$ cat src/rtl/splitter_pkg.sv
package splitter_pkg;
    typedef enum logic [1:0] {
        ST_IDLE,
        ST_SIZE,
        ST_SEND,
        ST_REJECT
    } split_state_t;
endpackage

$ cat src/rtl/cap_lookup.sv
module cap_lookup #(
    parameter int NUM_REQ  = 4,
    parameter int NUM_BANK = 4,
    parameter int LIM_W    = 16,
    parameter int LEN_W    = 32,
    localparam int ID_W    = $clog2(NUM_REQ),
    localparam int BANK_W  = $clog2(NUM_BANK)
) (
    input  logic [NUM_REQ*LIM_W-1:0]  req_tbl,
    input  logic [NUM_BANK*LIM_W-1:0] bank_tbl,
    input  logic [ID_W-1:0]           id,
    input  logic [BANK_W-1:0]         bank,
    input  logic                      half,
    output logic [LEN_W-1:0]          req_cap,
    output logic [LEN_W-1:0]          bank_cap
);
    logic [LIM_W-1:0] req_arr  [NUM_REQ];
    logic [LIM_W-1:0] bank_arr [NUM_BANK];

    for (genvar g = 0; g < NUM_REQ; g++) begin : g_req
        assign req_arr[g] = req_tbl[g*LIM_W +: LIM_W];
    end
    for (genvar g = 0; g < NUM_BANK; g++) begin : g_bank
        assign bank_arr[g] = bank_tbl[g*LIM_W +: LIM_W];
    end

    logic [LIM_W-1:0] req_raw, bank_raw, bank_scaled;

    always_comb begin
        req_raw  = req_arr[id];
        bank_raw = bank_arr[bank];
        // Half rate: half the bytes in the same time window, never below 1
        if (half) begin
            bank_scaled = bank_raw >> 1;
            if (bank_raw == LIM_W'(1)) bank_scaled = LIM_W'(1);
        end else begin
            bank_scaled = bank_raw;
        end
        req_cap  = (req_raw == '0)     ? '1 : LEN_W'(req_raw);
        bank_cap = (bank_scaled == '0) ? '1 : LEN_W'(bank_scaled);
    end
endmodule

$ cat src/rtl/len_min.sv
module len_min #(
    parameter int LEN_W = 32
) (
    input  logic [LEN_W-1:0] remaining,
    input  logic [LEN_W-1:0] cap_a,
    input  logic [LEN_W-1:0] cap_b,
    input  logic             uncapped,
    output logic [LEN_W-1:0] len,
    output logic             last
);
    logic [LEN_W-1:0] cap_min;

    always_comb begin
        cap_min = (cap_a < cap_b) ? cap_a : cap_b;
        if (uncapped || remaining <= cap_min) len = remaining;
        else                                  len = cap_min;
        last = (len == remaining);
    end
endmodule

$ cat src/rtl/burst_splitter.sv
module burst_splitter
    import splitter_pkg::*;
#(
    parameter int NUM_REQ   = 4,
    parameter int NUM_BANK  = 4,
    parameter int LIM_W     = 16,
    parameter int ADDR_W    = 32,
    parameter int LEN_W     = 32,
    parameter int FLASH_MAX = 512,
    localparam int ID_W     = $clog2(NUM_REQ),
    localparam int BANK_W   = $clog2(NUM_BANK)
) (
    input  logic                      clk,
    input  logic                      rst_n,
    input  logic [NUM_REQ*LIM_W-1:0]  cfg_req_limit,
    input  logic [NUM_BANK*LIM_W-1:0] cfg_bank_limit,
    input  logic [NUM_BANK-1:0]       cfg_bank_flash,
    input  logic [NUM_REQ-1:0]        cfg_req_prio,
    input  logic                      req_valid,
    output logic                      req_ready,
    input  logic [ADDR_W-1:0]         req_addr,
    input  logic [LEN_W-1:0]          req_len,
    input  logic [BANK_W-1:0]         req_bank,
    input  logic [ID_W-1:0]           req_id,
    input  logic                      req_half,
    input  logic                      req_write,
    output logic                      req_reject,
    output logic                      burst_valid,
    input  logic                      burst_ready,
    output logic [ADDR_W-1:0]         burst_addr,
    output logic [LEN_W-1:0]          burst_len,
    output logic [BANK_W-1:0]         burst_bank,
    output logic [ID_W-1:0]           burst_id,
    output logic                      burst_last,
    output logic                      burst_hold
);
    split_state_t st, st_nxt;

    logic [ADDR_W-1:0] cur_addr;
    logic [LEN_W-1:0]  rem;
    logic [BANK_W-1:0] lat_bank;
    logic [ID_W-1:0]   lat_id;
    logic              lat_half, lat_flash, lat_prio;
    logic [LEN_W-1:0]  frag_len;
    logic              frag_last;

    logic [LEN_W-1:0]  cap_req, cap_bank, calc_len;
    logic              calc_last;
    logic              in_flash_wr, in_bad;

    cap_lookup #(
        .NUM_REQ (NUM_REQ),
        .NUM_BANK(NUM_BANK),
        .LIM_W   (LIM_W),
        .LEN_W   (LEN_W)
    ) i_caps (
        .req_tbl (cfg_req_limit),
        .bank_tbl(cfg_bank_limit),
        .id      (lat_id),
        .bank    (lat_bank),
        .half    (lat_half),
        .req_cap (cap_req),
        .bank_cap(cap_bank)
    );

    len_min #(.LEN_W(LEN_W)) i_min (
        .remaining(rem),
        .cap_a    (cap_req),
        .cap_b    (cap_bank),
        .uncapped (lat_flash),
        .len      (calc_len),
        .last     (calc_last)
    );

    always_comb begin
        in_flash_wr = req_write && cfg_bank_flash[req_bank];
        in_bad      = (req_len == '0) ||
                      (in_flash_wr && req_len > LEN_W'(FLASH_MAX));
    end

    // Next-state logic
    always_comb begin
        st_nxt = st;
        unique case (st)
            ST_IDLE:   if (req_valid) st_nxt = in_bad ? ST_REJECT : ST_SIZE;
            ST_SIZE:   st_nxt = ST_SEND;
            ST_SEND:   if (burst_ready) st_nxt = frag_last ? ST_IDLE : ST_SIZE;
            ST_REJECT: st_nxt = ST_IDLE;
            default:   st_nxt = ST_IDLE;
        endcase
    end

    // State register and datapath
    always_ff @(posedge clk) begin
        if (!rst_n) begin
            st        <= ST_IDLE;
            cur_addr  <= '0;
            rem       <= '0;
            lat_bank  <= '0;
            lat_id    <= '0;
            lat_half  <= 1'b0;
            lat_flash <= 1'b0;
            lat_prio  <= 1'b0;
            frag_len  <= '0;
            frag_last <= 1'b0;
        end else begin
            st <= st_nxt;
            unique case (st)
                ST_IDLE: if (req_valid && !in_bad) begin
                    cur_addr  <= req_addr;
                    rem       <= req_len;
                    lat_bank  <= req_bank;
                    lat_id    <= req_id;
                    lat_half  <= req_half;
                    lat_flash <= in_flash_wr;
                    lat_prio  <= cfg_req_prio[req_id];
                end
                ST_SIZE: begin
                    frag_len  <= calc_len;
                    frag_last <= calc_last;
                end
                ST_SEND: if (burst_ready && !frag_last) begin
                    cur_addr <= cur_addr + ADDR_W'(frag_len);
                    rem      <= rem - frag_len;
                end
                default: ;
            endcase
        end
    end

    // Outputs
    always_comb begin
        req_ready   = (st == ST_IDLE);
        req_reject  = (st == ST_REJECT);
        burst_valid = (st == ST_SEND);
        burst_addr  = cur_addr;
        burst_len   = frag_len;
        burst_bank  = lat_bank;
        burst_id    = lat_id;
        burst_last  = frag_last;
        burst_hold  = (st == ST_SEND) && lat_prio && !frag_last;
    end
endmodule

$ cat config.mk
export PLATFORM = sky130hd
export DESIGN_NAME = burst_splitter
export DESIGN_NICKNAME = d
export VERILOG_FILES = /design/src/rtl/splitter_pkg.sv /design/src/rtl/cap_lookup.sv /design/src/rtl/len_min.sv /design/src/rtl/burst_splitter.sv
export SDC_FILE = /design/constraint.sdc
export NUM_CORES = 1
export LEC_CHECK = 0
export BUFFER_PORTS_ARGS = -buffer_cell sky130_fd_sc_hd__buf_2
export CORE_AREA = 5 5 196 103
export DETAILED_ROUTE_END_ITERATION = 8
export DIE_AREA = 0 0 201 108
export PLACE_DENSITY_LB_ADDON = 0.1
export SYNTH_ARGS = -nofsm -noshare
export SYNTH_HDL_FRONTEND = slang
export SYNTH_SLANG_ARGS = --single-unit
$ cat constraint.sdc
create_clock -name clk -period 21.2 [get_ports clk]
set_input_delay 2.12 -clock clk [delete_from_list [all_inputs] [get_ports clk]]
set_output_delay 2.12 -clock clk [all_outputs]
set_load 0.005 [all_outputs]
==> impl_results.md, run 1 <==
- Max_cap viols: 0
- Tmin final: 8990 ps
- DRC Markers: 0
- Initial DRT Pass Iterations: 6
- First-pass GRT wire length: 54.4 mm
- Share of cells above drive strength 1: 24.1%
- Worst vdd ir: 50.1 uV
- Final setup fails: 0
- Routability cong.: 0.946
- Initial Utilization: 58.2%
- Synthesized area: 10600 um2
- Leakage: 6.05 nW
- Post-synth cell types: 71
- Critical Path Max Stage Delay: 520 ps
- Ys Warns: 0
- Syn Area/Cell: 7.99 um2
- I/O pin cnt: 283
- Total wire length: 34.0 mm
- Final Max Tran Viols: 0
- Startpoint Class: input port
- Die Y-Extent: 108 um
- Inserted Clock Buffers: 9
- # rows: 35
- Endpoints failing hold: 0
- Top_reg_cell synth: dfxtp_1
- Worst slew pin tran: 1190 ps
- Clock-pin slew on the worst setup and hold paths: 70 ps
- HP Class: reg2reg
- Post-CTS sizing: 0
- WL per Instance: 18.9 um
- DP Worst Slack: 11930 ps
- GRT Total Usage: 30.2%
- Relative slew slack: 20.2%
- P&R area growth vs syn: 17.2%
- Post-synth EDFFs: 0
- Power per cell area: 73.3 nW/um2
- Total design power: 0.910 mW
- Synth Net Count: 1648
- Max Root-Sink Buffers: 2
- Crit-path max FO: 48
- Final Worst Setup Slack: 12210 ps
- CP max-delay cell: mux4_2
- GRT Residual Overflow: 0
- Hold Buf Count CTS: 0
- Skew final: 14.0 ps
- Post-route setup TNS: 0 ps
- Final period util: 42.4%
- Initial antenna violation count: 0
- Clk root buf: clkbuf_16
- Most common cell after layout, fill and taps aside: buf_2
- Core Area: 18200 um2
- Worst setup EP type: register
- Clock Sinks: 106
- Die X: 201 um
- # diodes: 0
- Async set or reset register ratio after synthesis: 0%
- Crit Path Category: in2reg
- CTS tree: yes
- Clk_lat worst skew: 350 ps
- Nets: 1877
- Worst Path Arrival: 9250 ps
- Synth Register Bits: 106
- Antenna Nets Post-Route: 0
- Detailed Place HPWL: 26.3 mm
- Vias per std cell: 6.16
- Fmax: 0.111 GHz
- PortBufs: 282
- Req. time, crit path: 21450 ps
- RSZ-0062 raised after global routing: false
- Mapped Cells: 1325
- CTS H-Tree Depth: 3
- Cell mode on critical path: o21a_1
- Die Footprint: 21700 um2
- Status: finished, final reports clean
- Number of buffers added for setup after CTS: 0
- Vias in the first global route: 10.8k
- Most frequent cells in the layout: buf_2, a21oi_1, nand2_1, ha_1, dfxtp_1
- Largest net degree at the start of global routing: 112
- Register area share after synthesis: 20.0%
- Vias: 11.1k
- Drt initial violations: 922
## power breakdown
| part | leakage [nW] | switching [mW] | internal [mW] | total, mW |
|---|---|---|---|---|
| sequential | 0.873 | 0.0349 | 0.222 | 0.257 |
| clock | 0.155 | 0.0827 | 0.0968 | 0.179 |
| combinational | 5.02 | 0.267 | 0.206 | 0.473 |
## critical path, delay by kind of cell
family          cells  cell delay, ps
compound gates     19            3500
buf+inv             4             920
fa+ha+maj           2             580
mux                 3            1010
simple gates        5            1120
## metal layers
metal / routed length (um) / track usage, % / vias up
met2: 15600 / 51.1 / 440
met4: 866 / 8.39 / 0
met1: 15000 / 40.2 / 5224
met3: 2530 / 5.27 / 65
met5: 0 / 0 / -
li1: - / - / 5352
## synthesized netlist by cell type (all sizes together) (2+ instances only)
| cell type | count | area [um2] |
|---|---|---|
| or3 | 4 | 25.0 |
| nand3b | 3 | 22.5 |
| nor3 | 27 | 145 |
| xor2 | 31 | 272 |
| and3 | 15 | 93.8 |
| mux2 | 4 | 45.0 |
| nand4 | 24 | 150 |
| a31oi | 8 | 50.1 |
| xnor2 | 31 | 272 |
| a211oi | 5 | 37.5 |
| ha | 111 | 1390 |
| nand2b | 14 | 87.6 |
| o21bai | 11 | 82.6 |
| o41ai | 4 | 42.6 |
| nor3b | 5 | 37.5 |
| mux2i | 22 | 220 |
| dfxtp | 106 | 2120 |
| or4 | 5 | 37.5 |
| or2 | 12 | 75.1 |
| nand2 | 115 | 432 |
| a41o | 3 | 30.0 |
| nor2b | 23 | 144 |
| o31ai | 5 | 37.5 |
| buf | 16 | 95.1 |
| inv | 81 | 304 |
| clkbuf | 58 | 218 |
| a21boi | 6 | 45.0 |
| o211a | 39 | 390 |
| o2111ai | 5 | 43.8 |
| o21a | 17 | 128 |
| o22ai | 5 | 37.5 |
| and2 | 8 | 50.1 |
| o21ai | 93 | 469 |
| o311ai | 5 | 43.8 |
| a21oi | 155 | 787 |
| mux4 | 36 | 811 |
| o211ai | 38 | 290 |
| nand3 | 19 | 95.1 |
| nor4 | 15 | 115 |
| nor2 | 90 | 338 |
| fa | 2 | 40.0 |
| a21o | 30 | 225 |
| a2111oi | 5 | 81.3 |
## sequential cells by signal, summed over array words and instances, names as in the netlist, 2 cells and up
name	count
st	2
burst_id	2
burst_addr	32
burst_len	32
burst_bank	2
rem	32
## kinds of logic after synthesis
| group | synth area share [%] |
|---|---|
| XOR/XNOR | 5.13 |
| buffers and inverters | 5.83 |
| AO/OA/AOI/OAI | 27.4 |
| flip-flops | 20.0 |
| AND/OR/NAND/NOR | 17.9 |
| multiplexers | 10.2 |
| adder cells (fa/ha/maj) | 13.5 |
## final timing paths
path | start | endpoint | slack, ps | depth (start not counted)
worst max-delay path | cfg_bank_limit[56] | burst_last | 12210 | 33
worst min-delay path | burst_addr[12] | burst_addr[12] | 490 | 2
worst max register to register | lat_half | burst_last | 13230 | 32
worst min register to register | burst_addr[12] | burst_addr[12] | 490 | 2
## through the flow
stage	util [%]	hold WS [ps]	area, um2	instances
finish	68.3	491	12400	1799
global placement	66.5	475	12100	1783
floorplan	-	462	10600	1325
CTS	68.3	497	12400	1799
global route	68.3	536	12400	1799
detailed placement	66.5	486	12100	1783
## final cells by class
cell class,count,area (um2)
multi-input cells,1064,7880
inverters,81,304
clock inverters,6,72.6
flip-flops and latches,106,2120
clock buffers,10,239
well taps,240,300
fillers,1567,5770
repair buffers,292,1490
No activity file was read; power rests on OpenSTA's default activity.
==> run 2, diff against run 1 <==
--- a/config.mk
+++ b/config.mk
@@ -6,9 +6,9 @@
 export NUM_CORES = 1
 export LEC_CHECK = 0
 export BUFFER_PORTS_ARGS = -buffer_cell sky130_fd_sc_hd__buf_2
-export CORE_AREA = 5 5 196 103
+export CORE_AREA = 5 5 214 112
 export DETAILED_ROUTE_END_ITERATION = 8
-export DIE_AREA = 0 0 201 108
+export DIE_AREA = 0 0 219 117
 export PLACE_DENSITY_LB_ADDON = 0.1
 export SYNTH_ARGS = -nofsm -noshare
 export SYNTH_HDL_FRONTEND = slang
==> constraint.sdc (replaced) <==
create_clock -name clk -period 8 [get_ports clk]
set_input_delay 0.8 -clock clk [delete_from_list [all_inputs] [get_ports clk]]
set_output_delay 0.8 -clock clk [all_outputs]
set_load 0.005 [all_outputs]
==> run 2 against run 1 <==
  * Flip-flop and latch count unchanged
  * Global-route usage down 1.9 points
  * Critical path depth down 1
  * Power rose to 2.7 times the previous value
  * Clock power up 140%
  * Non-clock buffer count up 13
  * Worst setup slack worse by 12000 ps
  * Cell count up 4.3%
  * Critical path type is now reg2reg
  * Largest power group unchanged
==> impl_results.md, run 2 (synthesis results as in run 1) <==
- Status: finished, final reports clean
- DP Worst Slack: 356 ps
- Critical R2R Launch: burst_bank[0]
- Max_cap viols: 0
- Antenna Nets Post-Route: 0
- Switching part of the total: 43.7%
- Crit path depth: 32
- RSZ-0062 raised after global routing: false
- Switching power: 1.06 mW
- Worst setup EP type: register
- Share of cells above drive strength 1: 24.7%
- Crit Path Category: reg2reg
- Hold Startpoint: burst_addr[7]
- HP Class: reg2reg
- CP max-delay cell: dfxtp_2
- Leakage: 6.10 nW
- Worst vdd ir: 95.7 uV
- Hold Path Cell Cnt: 2
- Vias per std cell: 5.91
- WP buf/inv: 3
- GRT Residual Overflow: 0
- Final Worst Setup Slack: 570 ps
- Power per cell area: 194 nW/um2
- Die X: 219 um
- Req. time, crit path: 8280 ps
- Total wire length: 38.2 mm
- Max Root-Sink Buffers: 2
- Sequential share of power: 28.5%
- Finished Layout Cells: 1877
- Worst Path Arrival: 7710 ps
- Comb power frac: 54.1%
- CTS H-Tree Depth: 3
- Routability cong.: 0.945
- Post-route setup TNS: 0 ps
- Cell Int Power: 1.37 mW
- Initial antenna violation count: 0
- Dpl cell area: 12300 um2
- Number of buffers added for setup after CTS: 0
- Initial Utilization: 47.8%
- Nets: 1890
- P&R area growth vs syn: 18.7%
- Crit-path max FO: 48
- Clock Sinks: 106
- Most frequent cells in the layout: buf_2, a21oi_1, nand2_1, ha_1, dfxtp_1
- DRC Markers: 0
- Worst slew pin tran: 1160 ps
- Inserted Clock Buffers: 9
- # rows: 39
- Core Area: 22200 um2
- Largest net degree at the start of global routing: 95
- Clock power frac: 17.5%
- Layout fillers: 2132
- Vias: 11.1k
- Post-route cell area: 12600 um2
- Final period util: 92.9%
- GRT Total Usage: 28.3%
- Most common cell after layout, fill and taps aside: buf_2
- Post-layout util: 56.7%
- Delay-heaviest family, CP: compound AO/OA/AOI/OAI gates
- Relative slew slack: 23.0%
- Drt initial violations: 1081
- WL per Instance: 20.3 um
- # diodes: 0
- Tmin final: 7430 ps
- Initial DRT Pass Iterations: 6
- Clock-pin slew on the worst setup and hold paths: 70 ps
- Cells after DPL: 1863
- I/O pin cnt: 283
- CTS tree: yes
- Die Y-Extent: 117 um
- Critical Path Max Stage Delay: 580 ps
- First-pass GRT wire length: 56.5 mm
- Die Footprint: 25600 um2
- Clk root buf: clkbuf_16
- Fmax: 0.135 GHz
- Clk_lat worst skew: 370 ps
- Detailed Place HPWL: 30.6 mm
- Critical Path Source: burst_bank[0]
- Startpoint Class: register
- PortBufs: 282
- Cell mode on critical path: o21a_1
- Final Max Tran Viols: 0
- Final setup fails: 0
- Vias in the first global route: 9779
- Skew final: 8.85 ps
- Endpoints failing hold: 0
- Depth of the most critical reg-to-reg path: 32
-- run 2: cell types whose count changed in the layout (fill, tap and decap cells not counted) --
cell       delta
buf_12        +2
buf_2         -1
buf_4        +12
bufinv_16     -1
clkinv_2      +3
clkinv_4      -1
dfxtp_1       -1
dfxtp_2       +1
inv_6         -2
inv_8         -1
-- run 2: worst paths after layout --
check / to / slack (ps)
min reg2reg: burst_addr[7] / 520
max: burst_last / 570
min: burst_addr[7] / 520
max reg2reg: burst_last / 570
-- run 2: worst min-delay path: cells and delay by family, from the launching register on --
kind	cells	cell delay (ps)
compound gates	1	60
simple gates	1	60
flops	1	340
-- run 2: routing by layer --
layer  vias up  part of all wire (%)  track usage, %
met4         2                  0.51            2.80
met3        20                    11            9.18
li1       5390                     -               -
met5         -                  0.12            1.30
met2       497                    35            34.5
met1      5185                    53            47.4
-- run 2: power by group through the flow --
stage	registers [mW]	clock network, mW	logic, mW
after floorplan	0.660	0	0.916
after global placement	0.701	0	1.27
after detailed placement	0.700	0	1.28
after CTS	0.689	0.432	1.29
after global routing	0.701	0.455	1.44
final	0.693	0.425	1.32
-- run 2: area by class of cell --
type                       count  area, um2  share of cell area [%]
clock buffer                  10        239                    1.90
clock inverter                 4       20.0                   0.159
inverter                      81        304                    2.42
multi-input combinational   1064       7880                    62.7
sequential                   106       2120                    16.9
tap                          307        384                    3.06
timing repair buffer         305       1610                    12.8
-- run 2: per-stage QoR --
stage                     total power [mW]  hold slack [ps]
after global placement                1.97              490
after global routing                  2.60              542
final                                 2.43              515
after floorplan                       1.58              462
after detailed placement              1.98              499
after CTS                             2.41              509
-- run 2: timing repair --
action / 4_1_cts / 5_1_grt
gates resized for setup: 0 / 1
hold buffers: 0 / 0
endpoints found under the setup margin: 0 / 33
==> run 3, diff against run 2 <==
--- a/config.mk
+++ b/config.mk
@@ -5,6 +5,7 @@
 export SDC_FILE = /design/constraint.sdc
 export NUM_CORES = 1
 export LEC_CHECK = 0
+export ABC_AREA = 1
 export BUFFER_PORTS_ARGS = -buffer_cell sky130_fd_sc_hd__buf_2
 export CORE_AREA = 5 5 214 112
 export DETAILED_ROUTE_END_ITERATION = 8
==> run 3 against run 2 <==
  * Cell area down 1.1%
  * Combinational power up 27%
  * Critical path depth up 8
  * Sequential share of layout area up 0.17 points
  * Routed wire length up 2.7%
  * First-iteration DRC count up 18%
  * Sequential power up 3%
  * Worst hold slack worse by 45 ps
  * Clock power up 18%
  * Global-route usage up 1.3 points
  * Die area unchanged
  * Critical endpoint unchanged
  * Largest cell class unchanged
  * Largest power group unchanged
==> impl_results.md, run 3 <==
- Top_reg_cell synth: dfxtp_1
- Max Root-Sink Buffers: 2
- Sequential share of power: 24.6%
- CP max-delay cell: clkinv_1
- Register area share after synthesis: 20.1%
- Routability cong.: 0.959
- I/O pin cnt: 283
- Drt initial violations: 1280
- Endpoints failing hold: 0
- Req. time, crit path: 8300 ps
- Clock power frac: 17.4%
- Clock-pin slew on the worst setup and hold paths: 70 ps
- RSZ-0062 raised after global routing: false
- Min Hold Slack: 471 ps
- CTS H-Tree Depth: 3
- Fmax: 0.138 GHz
- PortBufs: 282
- Count leader, synth: nand2_1
- # diodes: 0
- WP buf/inv: 5
- Most common cell after layout, fill and taps aside: nand2_1
- Status: finished, final reports clean
- Number of buffers added for setup after CTS: 0
- Finished Layout Cells: 2219
- Most frequent cells in the layout: nand2_1, buf_2, a21oi_1, o21ai_0, inv_1
- Worst slew pin tran: 1160 ps
- Delay-heaviest family, CP: simple AND/OR/NAND/NOR gates
- Cells after DPL: 2203
- Final period util: 90.5%
- Clk_lat worst skew: 370 ps
- GRT Total Usage: 29.6%
- Worst setup EP type: register
- Dpl cell area: 12100 um2
- P&R area growth vs syn: 17.6%
- Commonest cells in the netlist: nand2_1, a21oi_1, o21ai_0, inv_1, nor2_1
- Cell mode on critical path: nand2_1
- Initial Utilization: 47.7%
- DRC Markers: 0
- Max_cap viols: 0
- Die Y-Extent: 117 um
- Cell Int Power: 1.49 mW
- Initial DRT Pass Iterations: 5
- First-pass GRT wire length: 60.1 mm
- Hold Buf Count CTS: 0
- Total design power: 2.89 mW
- Largest net degree at the start of global routing: 91
- Initial antenna violation count: 2
- Leakage: 6.26 nW
- Mapped Cells: 1679
- Synthesized area: 10600 um2
- Worst vdd ir: 108 uV
- Clk root buf: clkbuf_16
- Core Area: 22200 um2
- Skew final: 9.26 ps
- Switching part of the total: 48.6%
- Synth Net Count: 2002
- Syn Area/Cell: 6.30 um2
- WL per Instance: 17.7 um
- Clock Sinks: 106
- Power per cell area: 233 nW/um2
- Final Max Tran Viols: 0
- Ys Warns: 0
- Post-synth cell types: 51
- Post-synth top area share: 20.1%
- HP Class: reg2reg
- GRT Residual Overflow: 0
- Comb power frac: 58.0%
- Post-route setup TNS: 0 ps
- Critical Path Max Stage Delay: 480 ps
- Total wire length: 39.2 mm
- Post-synth EDFFs: 0
- Die X: 219 um
- Post-CTS sizing: 0
- # rows: 39
- Worst Path Arrival: 7540 ps
- Antenna Nets Post-Route: 0
- Vias per std cell: 5.59
- Nets: 2230
- Die Footprint: 25600 um2
- Async set or reset register ratio after synthesis: 0%
- Crit Path Category: reg2reg
- Inserted Clock Buffers: 9
- Relative slew slack: 22.0%
- Cell taking the most area after synthesis: dfxtp_1
- Switching power: 1.41 mW
- Crit-path max FO: 35
- CTS tree: yes
- Synth Register Bits: 106
- Share of cells above drive strength 1: 17.8%
- Detailed Place HPWL: 31.4 mm
- Tmin final: 7240 ps
- Final setup fails: 0
- Startpoint Class: register
- Vias: 12.4k
- Post-route cell area: 12400 um2
- Vias in the first global route: 10.8k
- Top post-synthesis cells by area: dfxtp_1, nand2_1, ha_1, a21oi_1, o21ai_0
run 3: cell count changes after synthesis, sizes merged, moves of 19 or more:
cell / previous run / this run
nand3: 19 / 97
nor2b: 23 / 0
nor2: 90 / 124
inv: 81 / 155
a21o: 30 / 2
o21ai: 93 / 173
nor3: 27 / 6
a211oi: 5 / 24
nand2: 115 / 418
a21oi: 155 / 208
o211a: 39 / 1
o211ai: 38 / 12
mux2i: 22 / 0
mux4: 36 / 0
run 3: kinds of logic after synthesis:
group,after synthesis,share of synthesized area [%]
flops,106,20.1
compound gates,477,25.4
buf+inv,237,9.16
fa+ha+maj,113,13.5
xor+xnor,49,4.06
simple gates,697,27.8
run 3: layout make-up:
type                       instances  area [um2]
clock inverter                     6        90.1
timing repair buffer             295        1510
sequential                       106        2120
inverter                         159         606
multi-input combinational       1336        7490
fill                            2273        9720
clock buffer                      10         229
tap                              307         384
run 3: worst register-to-register path, delay by kind of cell (launching register included):
kind	cells	cell delay, ps
AND/OR/NAND/NOR	22	3110
buffers and inverters	5	1790
adder cells (fa/ha/maj)	2	590
flip-flops	1	310
AO/OA/AOI/OAI	11	1390
run 3: power groups by stage:
stage	clock (mW)	sequential (mW)	combinational, mW
after floorplan	0	0.679	1.20
after global placement	0	0.720	1.61
after detailed placement	0	0.720	1.63
after CTS	0.508	0.709	1.64
after global routing	0.527	0.722	1.88
final	0.503	0.713	1.68
run 3: through the flow:
stage	utilization [%]	worst slack [ps]
global route	56.1	117
finish	56.1	760
CTS	56.1	676
floorplan	-	2240
detailed placement	54.6	713
global placement	54.6	977
run 3: metal layers:
layer / global-route usage [%] / wire length (um) / vias up
met5: 0 / 19 / -
met4: 4.10 / 344 / 4
met3: 7.76 / 4090 / 38
met2: 38.5 / 14100 / 561
met1: 48.3 / 20700 / 5601
li1: - / - / 6200
run 3: worst paths after layout:
check | start | endpoint | slack [ps] | cells after the start
min reg2reg | lat_flash | lat_flash | 470 | 2
max | burst_id[0] | burst_last | 760 | 40
min | lat_flash | lat_flash | 470 | 2
max reg2reg | burst_id[0] | burst_last | 760 | 40
